===== config.mk =====
export PLATFORM = sky130hd
export DESIGN_NAME = fxmul_top
export DESIGN_NICKNAME = d
export VERILOG_FILES = /design/src/rtl/fxmul_pkg.sv /design/src/rtl/fxmul_const_src.sv /design/src/rtl/fxmul_core.sv /design/src/rtl/fxmul_align.sv /design/src/rtl/fxmul_top.sv
export SDC_FILE = /design/constraint.sdc
export NUM_CORES = 2
export LEC_CHECK = 0
export BUFFER_PORTS_ARGS = -buffer_cell sky130_fd_sc_hd__buf_2
export CAP_MARGIN = 0
export CORE_ASPECT_RATIO = 0.6
export CORE_MARGIN = 1
export CORE_UTILIZATION = 60
export CTS_BUF_LIST = sky130_fd_sc_hd__clkbuf_2
export DETAILED_ROUTE_END_ITERATION = 8
export GPL_TIMING_DRIVEN = 0
export PLACE_DENSITY_LB_ADDON = 0.25
export SETUP_SLACK_MARGIN = 0.02
export SYNTH_ARGS = -nofsm -noshare
export SYNTH_HDL_FRONTEND = slang
export SYNTH_SLANG_ARGS = --single-unit
export TNS_END_PERCENT = 10

===== constraint.sdc =====
create_clock -name clk -period 11.38 [get_ports clk]
set_input_delay 2.276 -clock clk [delete_from_list [all_inputs] [get_ports clk]]
set_output_delay 2.276 -clock clk [all_outputs]
set_load 0.01 [all_outputs]

===== src/rtl/fxmul_pkg.sv =====
package fxmul_pkg;

  // 2^e as a real, for elaboration-time format arithmetic
  function automatic real fx_pow2(input int e);
    real r;
    r = 1.0;
    if (e >= 0) begin
      for (int i = 0; i < e; i++) r = r * 2.0;
    end else begin
      for (int i = 0; i < -e; i++) r = r / 2.0;
    end
    return r;
  endfunction

  // smallest e such that (2^(w-1)-1) * 2^e >= range
  function automatic int fx_exp_for(input real range, input int w);
    real cap;
    int  e;
    cap = fx_pow2(w - 1) - 1.0;
    e   = 0;
    if (range > 0.0) begin
      if (cap >= range) begin
        for (int i = 0; i < 300; i++)
          if (cap * fx_pow2(e - 1) >= range) e = e - 1;
      end else begin
        for (int i = 0; i < 300; i++)
          if (cap * fx_pow2(e) < range) e = e + 1;
      end
    end
    return e;
  endfunction

  // nearest integer code of v at exponent e
  function automatic int fx_quant(input real v, input int e);
    real s;
    s = v / fx_pow2(e);
    if (s >= 0.0) return $rtoi(s + 0.5);
    else          return -$rtoi(-s + 0.5);
  endfunction

  function automatic real fx_abs(input real v);
    return (v < 0.0) ? -v : v;
  endfunction

endpackage


===== src/rtl/fxmul_const_src.sv =====
module fxmul_const_src #(
  parameter real K_VAL = 1.0,
  parameter int  K_W   = 18
) (
  output logic signed [K_W-1:0] k_o
);
  import fxmul_pkg::*;

  localparam int K_EXP  = fx_exp_for(fx_abs(K_VAL), K_W);
  localparam int K_CODE = fx_quant(K_VAL, K_EXP);
  localparam logic signed [K_W-1:0] K_BUS = K_W'(K_CODE);

  assign k_o = K_BUS;
endmodule


===== src/rtl/fxmul_core.sv =====
module fxmul_core #(
  parameter int AW = 25,
  parameter int BW = 25,
  localparam int PW = AW + BW
) (
  input  logic signed [AW-1:0] a_i,
  input  logic signed [BW-1:0] b_i,
  output logic signed [PW-1:0] p_o
);
  logic signed [PW-1:0] a_ext;
  logic signed [PW-1:0] b_ext;

  assign a_ext = {{BW{a_i[AW-1]}}, a_i};
  assign b_ext = {{AW{b_i[BW-1]}}, b_i};
  assign p_o   = a_ext * b_ext;
endmodule


===== src/rtl/fxmul_align.sv =====
module fxmul_align #(
  parameter int IN_W  = 50,
  parameter int OUT_W = 25,
  parameter int SHIFT = 0
) (
  input  logic signed [IN_W-1:0]  p_i,
  output logic signed [OUT_W-1:0] y_o
);
  localparam int LSH   = (SHIFT < 0) ? -SHIFT : 0;
  localparam int RSH   = (SHIFT > 0) ? SHIFT : 0;
  localparam int EXT_W = IN_W + OUT_W + LSH;

  logic signed [EXT_W-1:0] ext;
  logic signed [EXT_W-1:0] moved;
  logic                    unused_hi;

  assign ext = {{(EXT_W-IN_W){p_i[IN_W-1]}}, p_i};

  generate
    if (SHIFT > 0) begin : g_right
      assign moved = ext >>> RSH;
    end else if (SHIFT < 0) begin : g_left
      assign moved = ext <<< LSH;
    end else begin : g_pass
      assign moved = ext;
    end
  endgenerate

  assign y_o       = moved[OUT_W-1:0];
  assign unused_hi = ^moved[EXT_W-1:OUT_W];
endmodule


===== src/rtl/fxmul_top.sv =====
module fxmul_top #(
  parameter int  A_W         = 25,
  parameter real A_RANGE     = 1.0,
  parameter int  B_W         = 25,
  parameter real B_RANGE     = 1.0,
  parameter bit  CONST_MODE  = 1'b0,
  parameter real K_VAL       = 1.0,
  parameter int  K_W         = 18,
  parameter int  OUT_W       = 25,
  parameter bit  OUT_FIXED   = 1'b0,
  parameter int  OUT_EXP_SET = 0
) (
  input  logic                    clk,
  input  logic                    rst,
  input  logic signed [A_W-1:0]   a_i,
  input  logic signed [B_W-1:0]   b_i,
  output logic signed [OUT_W-1:0] y_o
);
  import fxmul_pkg::*;

  localparam int  M_W      = CONST_MODE ? K_W : B_W;
  localparam real M_RANGE  = CONST_MODE ? fx_abs(K_VAL) : B_RANGE;
  localparam int  A_EXP    = fx_exp_for(A_RANGE, A_W);
  localparam int  M_EXP    = fx_exp_for(M_RANGE, M_W);
  localparam int  P_W      = A_W + M_W;
  localparam int  P_EXP    = A_EXP + M_EXP;
  localparam int  AUTO_EXP = fx_exp_for(A_RANGE * M_RANGE, OUT_W);
  localparam int  OUT_EXP  = OUT_FIXED ? OUT_EXP_SET : AUTO_EXP;
  localparam int  SHIFT    = OUT_EXP - P_EXP;

  logic signed [M_W-1:0]   m_op;
  logic signed [P_W-1:0]   prod;
  logic signed [OUT_W-1:0] aligned;

  generate
    if (CONST_MODE) begin : g_const
      logic unused_b;
      assign unused_b = ^b_i;
      fxmul_const_src #(.K_VAL(K_VAL), .K_W(K_W)) u_ksrc (.k_o(m_op));
    end else begin : g_var
      assign m_op = b_i;
    end
  endgenerate

  fxmul_core #(.AW(A_W), .BW(M_W)) u_core (
    .a_i(a_i),
    .b_i(m_op),
    .p_o(prod)
  );

  fxmul_align #(.IN_W(P_W), .OUT_W(OUT_W), .SHIFT(SHIFT)) u_align (
    .p_i(prod),
    .y_o(aligned)
  );

  always_ff @(posedge clk) begin
    if (rst) y_o <= '0;
    else     y_o <= aligned;
  end
endmodule


==> results.json <==
{
  "status": "finished clean",
  "crit_fanout": 10,
  "slowest_stage": "clkbuf_1",
  "largestRegisters": "y_o: 25 flops",
  "startpoint_type": "primary input",
  "cts_hold_buffers": 0,
  "yosys_warnings": 0,
  "gp_congestion": 1.080,
  "rsz0062_at_grt": "false",
  "area_growth_pct": 4.666,
  "ys_seq_elements": 25,
  "holdPathStages": 3,
  "design.die.area_sq_um": 38260,
  "dp_hpwl_mm": 64.84,
  "drt_iter0_markers": 1590,
  "clkTransAtPathRegs_ns": 0.31,
  "final_max_slew_viol_count": 0,
  "cp_slowest_stage_delay_ns": 0.68,
  "drive_above_1_share_pct": 4.205,
  "cts.path.max_buffers": 2,
  "first_pass_iters": 6,
  "cts_tree": "yes",
  "avgSynthCellArea_sq_um": 9.391,
  "synth_edf_count": 0,
  "setup_viol": 0,
  "yosysSeqAreaShare_pct": 2.227,
  "syn_inst": 2393,
  "antenna_found_initial": 2,
  "critPathCaptureType": "flop",
  "vias": 16800,
  "relSlewSlack_pct": 33.72,
  "final_nets": 3300,
  "grt_pass1_wl_mm": 113.1,
  "grt_overflow_total": 0,
  "crit_type": "primary input to flop",
  "min_period_over_period_pct": 85.89,
  "period_needed_ns": 9.774,
  "coreArea_sq_um": 36620,
  "ctsResizeCount": 0,
  "grt_pass1_vias": 17940,
  "syn_area_sq_um": 22470,
  "h-tree-depth": 1,
  "timing.fmax_ghz": 0.1023,
  "finish.utilization_pct": 64.23,
  "post_cts_buffers": 0,
  "hold_end": "y_o[17]",
  "required_ns": 11.76,
  "numPlacedInstances": 2973,
  "drtAntennaViolNets": 0,
  "start_util_pct": 61.37,
  "grt_max_degree": 16,
  "synth-async-reset-ratio_pct": 0,
  "io_pins": 77,
  "wl_mm": 72.55,
  "root_buffer": "clkbuf_2",
  "ys.flop_type": "dfxtp_1",
  "largest_reg_flops": 25,
  "io_buffers": 76,
  "syn_nets": 3219,
  "grt_usage_pct": 40.77,
  "wl_per_cell_microns": 24.32,
  "regMostFlops": "y_o",
  "drv_cap": 0,
  "vias_per_cell": 5.631,
  "final_cells": 2983,
  "hp-start": "rst",
  "worst_pin_slew_ns": 0.9942,
  "arrival_ns": 10.15,
  "cpMostUsedCell": "fa_1",
  "synth.distinct_cells": 57,
  "rows": 54,
  "finalHoldViolCount": 0,
  "setup_tns_ns": 0,
  "drc_errors": 0,
  "hold_path.class": "primary input to flop",
  "cts_sinks": 25,
  "die_h_microns": 151.9,
  "cts_buffers": 3,
  "die_x_microns": 251.9
}
stage by stage:
stage          hold WS [ns]  cell area (sq um)  setup WS [ns]
3_5_place_dp          2.667              23480          1.326
4_1_cts               2.181              23510          1.829
2_1_floorplan         2.493              22470          2.770
3_3_place_gp          2.669              23480          1.363
6_report              2.217              23520          1.606
5_1_grt               2.201              23510          1.292
final cells by class:
class / count / area [sq um]
tap: 504 / 630.6
fill: 3159 / 13100
inverter: 611 / 2293
clock buffer: 3 / 15.01
buffer: 107 / 416.7
clock inverter: 1 / 7.507
timing repair buffer: 76 / 380.4
sequential: 25 / 500.5
antenna: 6 / 15.01
multi-input combinational: 1650 / 19260
cell usage in the layout, fill, tap and decap left out, drive strengths merged, types with 3 or more instances in the layout:
master | synthesis | routed
fa | 639 | 639
inv | 611 | 611
nand2 | 326 | 326
and2 | 292 | 292
ha | 135 | 135
clkbuf | 105 | 108
buf | 2 | 78
a21oi | 39 | 39
nor2 | 36 | 36
nor2b | 28 | 28
xnor2 | 25 | 25
dfxtp | 25 | 25
o21ai | 20 | 20
a21o | 15 | 15
nand2b | 11 | 11
nand3 | 9 | 9
nor3 | 9 | 9
xor2 | 8 | 8
a31oi | 7 | 7
mux2 | 7 | 7
diode | 0 | 6
and3 | 6 | 6
nand4 | 6 | 6
a211oi | 5 | 5
o211ai | 3 | 3
o31ai | 3 | 3
o21bai | 3 | 3
worst max path at each step:
stage,endpoint,depth (start not counted),slack [ns],start
after floorplan,y_o[22],24,2.77,a_i[24]
final,y_o[18],25,1.61,a_i[10]
after global routing,y_o[22],25,1.29,b_i[1]
after CTS,y_o[22],25,1.83,b_i[1]
after detailed placement,y_o[22],25,1.33,b_i[1]
after global placement,y_o[22],25,1.36,b_i[1]
synth_stat cells, drive strengths merged (2+ instances only):
master,n,share of area (%)
nand2b,11,0.31
and2,292,8.1
a21oi,39,0.97
o21ai,20,0.46
nand4,6,0.17
a211oi,5,0.21
nor2,36,0.60
o31ai,3,0.12
fa,639,57
a31oi,7,0.22
xnor2,25,0.97
buf,2,0.10
xor2,8,0.31
nor2b,28,0.78
clkbuf,105,1.8
nand3,9,0.20
mux2,7,0.37
dfxtp,25,2.2
a21o,15,0.50
and3,6,0.17
o21bai,3,0.12
o211ai,3,0.10
nand2,326,5.5
inv,611,10
nor3,9,0.32
ha,135,7.5
kinds of logic (layout without fill, tap and decap cells):
| group | count (synthesis) | after routing | share of synthesized area [%] |
|---|---|---|---|
| flip-flops | 25 | 25 | 2.227 |
| other | 0 | 6 | 0 |
| XOR/XNOR | 33 | 33 | 1.286 |
| adder cells (fa/ha/maj) | 774 | 774 | 64.44 |
| AND/OR/NAND/NOR | 731 | 731 | 16.44 |
| buffers and inverters | 718 | 798 | 12.06 |
| AO/OA/AOI/OAI | 105 | 105 | 3.179 |
| multiplexers | 7 | 7 | 0.3674 |
routing by layer:
layer | up-vias | GRT usage, % | share of wire (%) | wire, microns
met5 | - | 0.2484 | 0 | 0
met4 | 0 | 4.473 | 0.92 | 670
met3 | 66 | 27.50 | 20 | 14840
met2 | 1126 | 50.82 | 37 | 26970
met1 | 8615 | 59.59 | 41 | 30070
li1 | 6989 | - | - | -
worst max-delay path, delay by kind of cell:
kind                     cells  cell delay [ns]
multiplexers                 1             0.32
AO/OA/AOI/OAI                4             1.22
adder cells (fa/ha/maj)      8             3.98
AND/OR/NAND/NOR              5             1.08
buffers and inverters        7             1.23
Power is left out: the tool's default activity adds up to more than one toggle a clock period on the data nets, which glitch-free logic cannot reach.
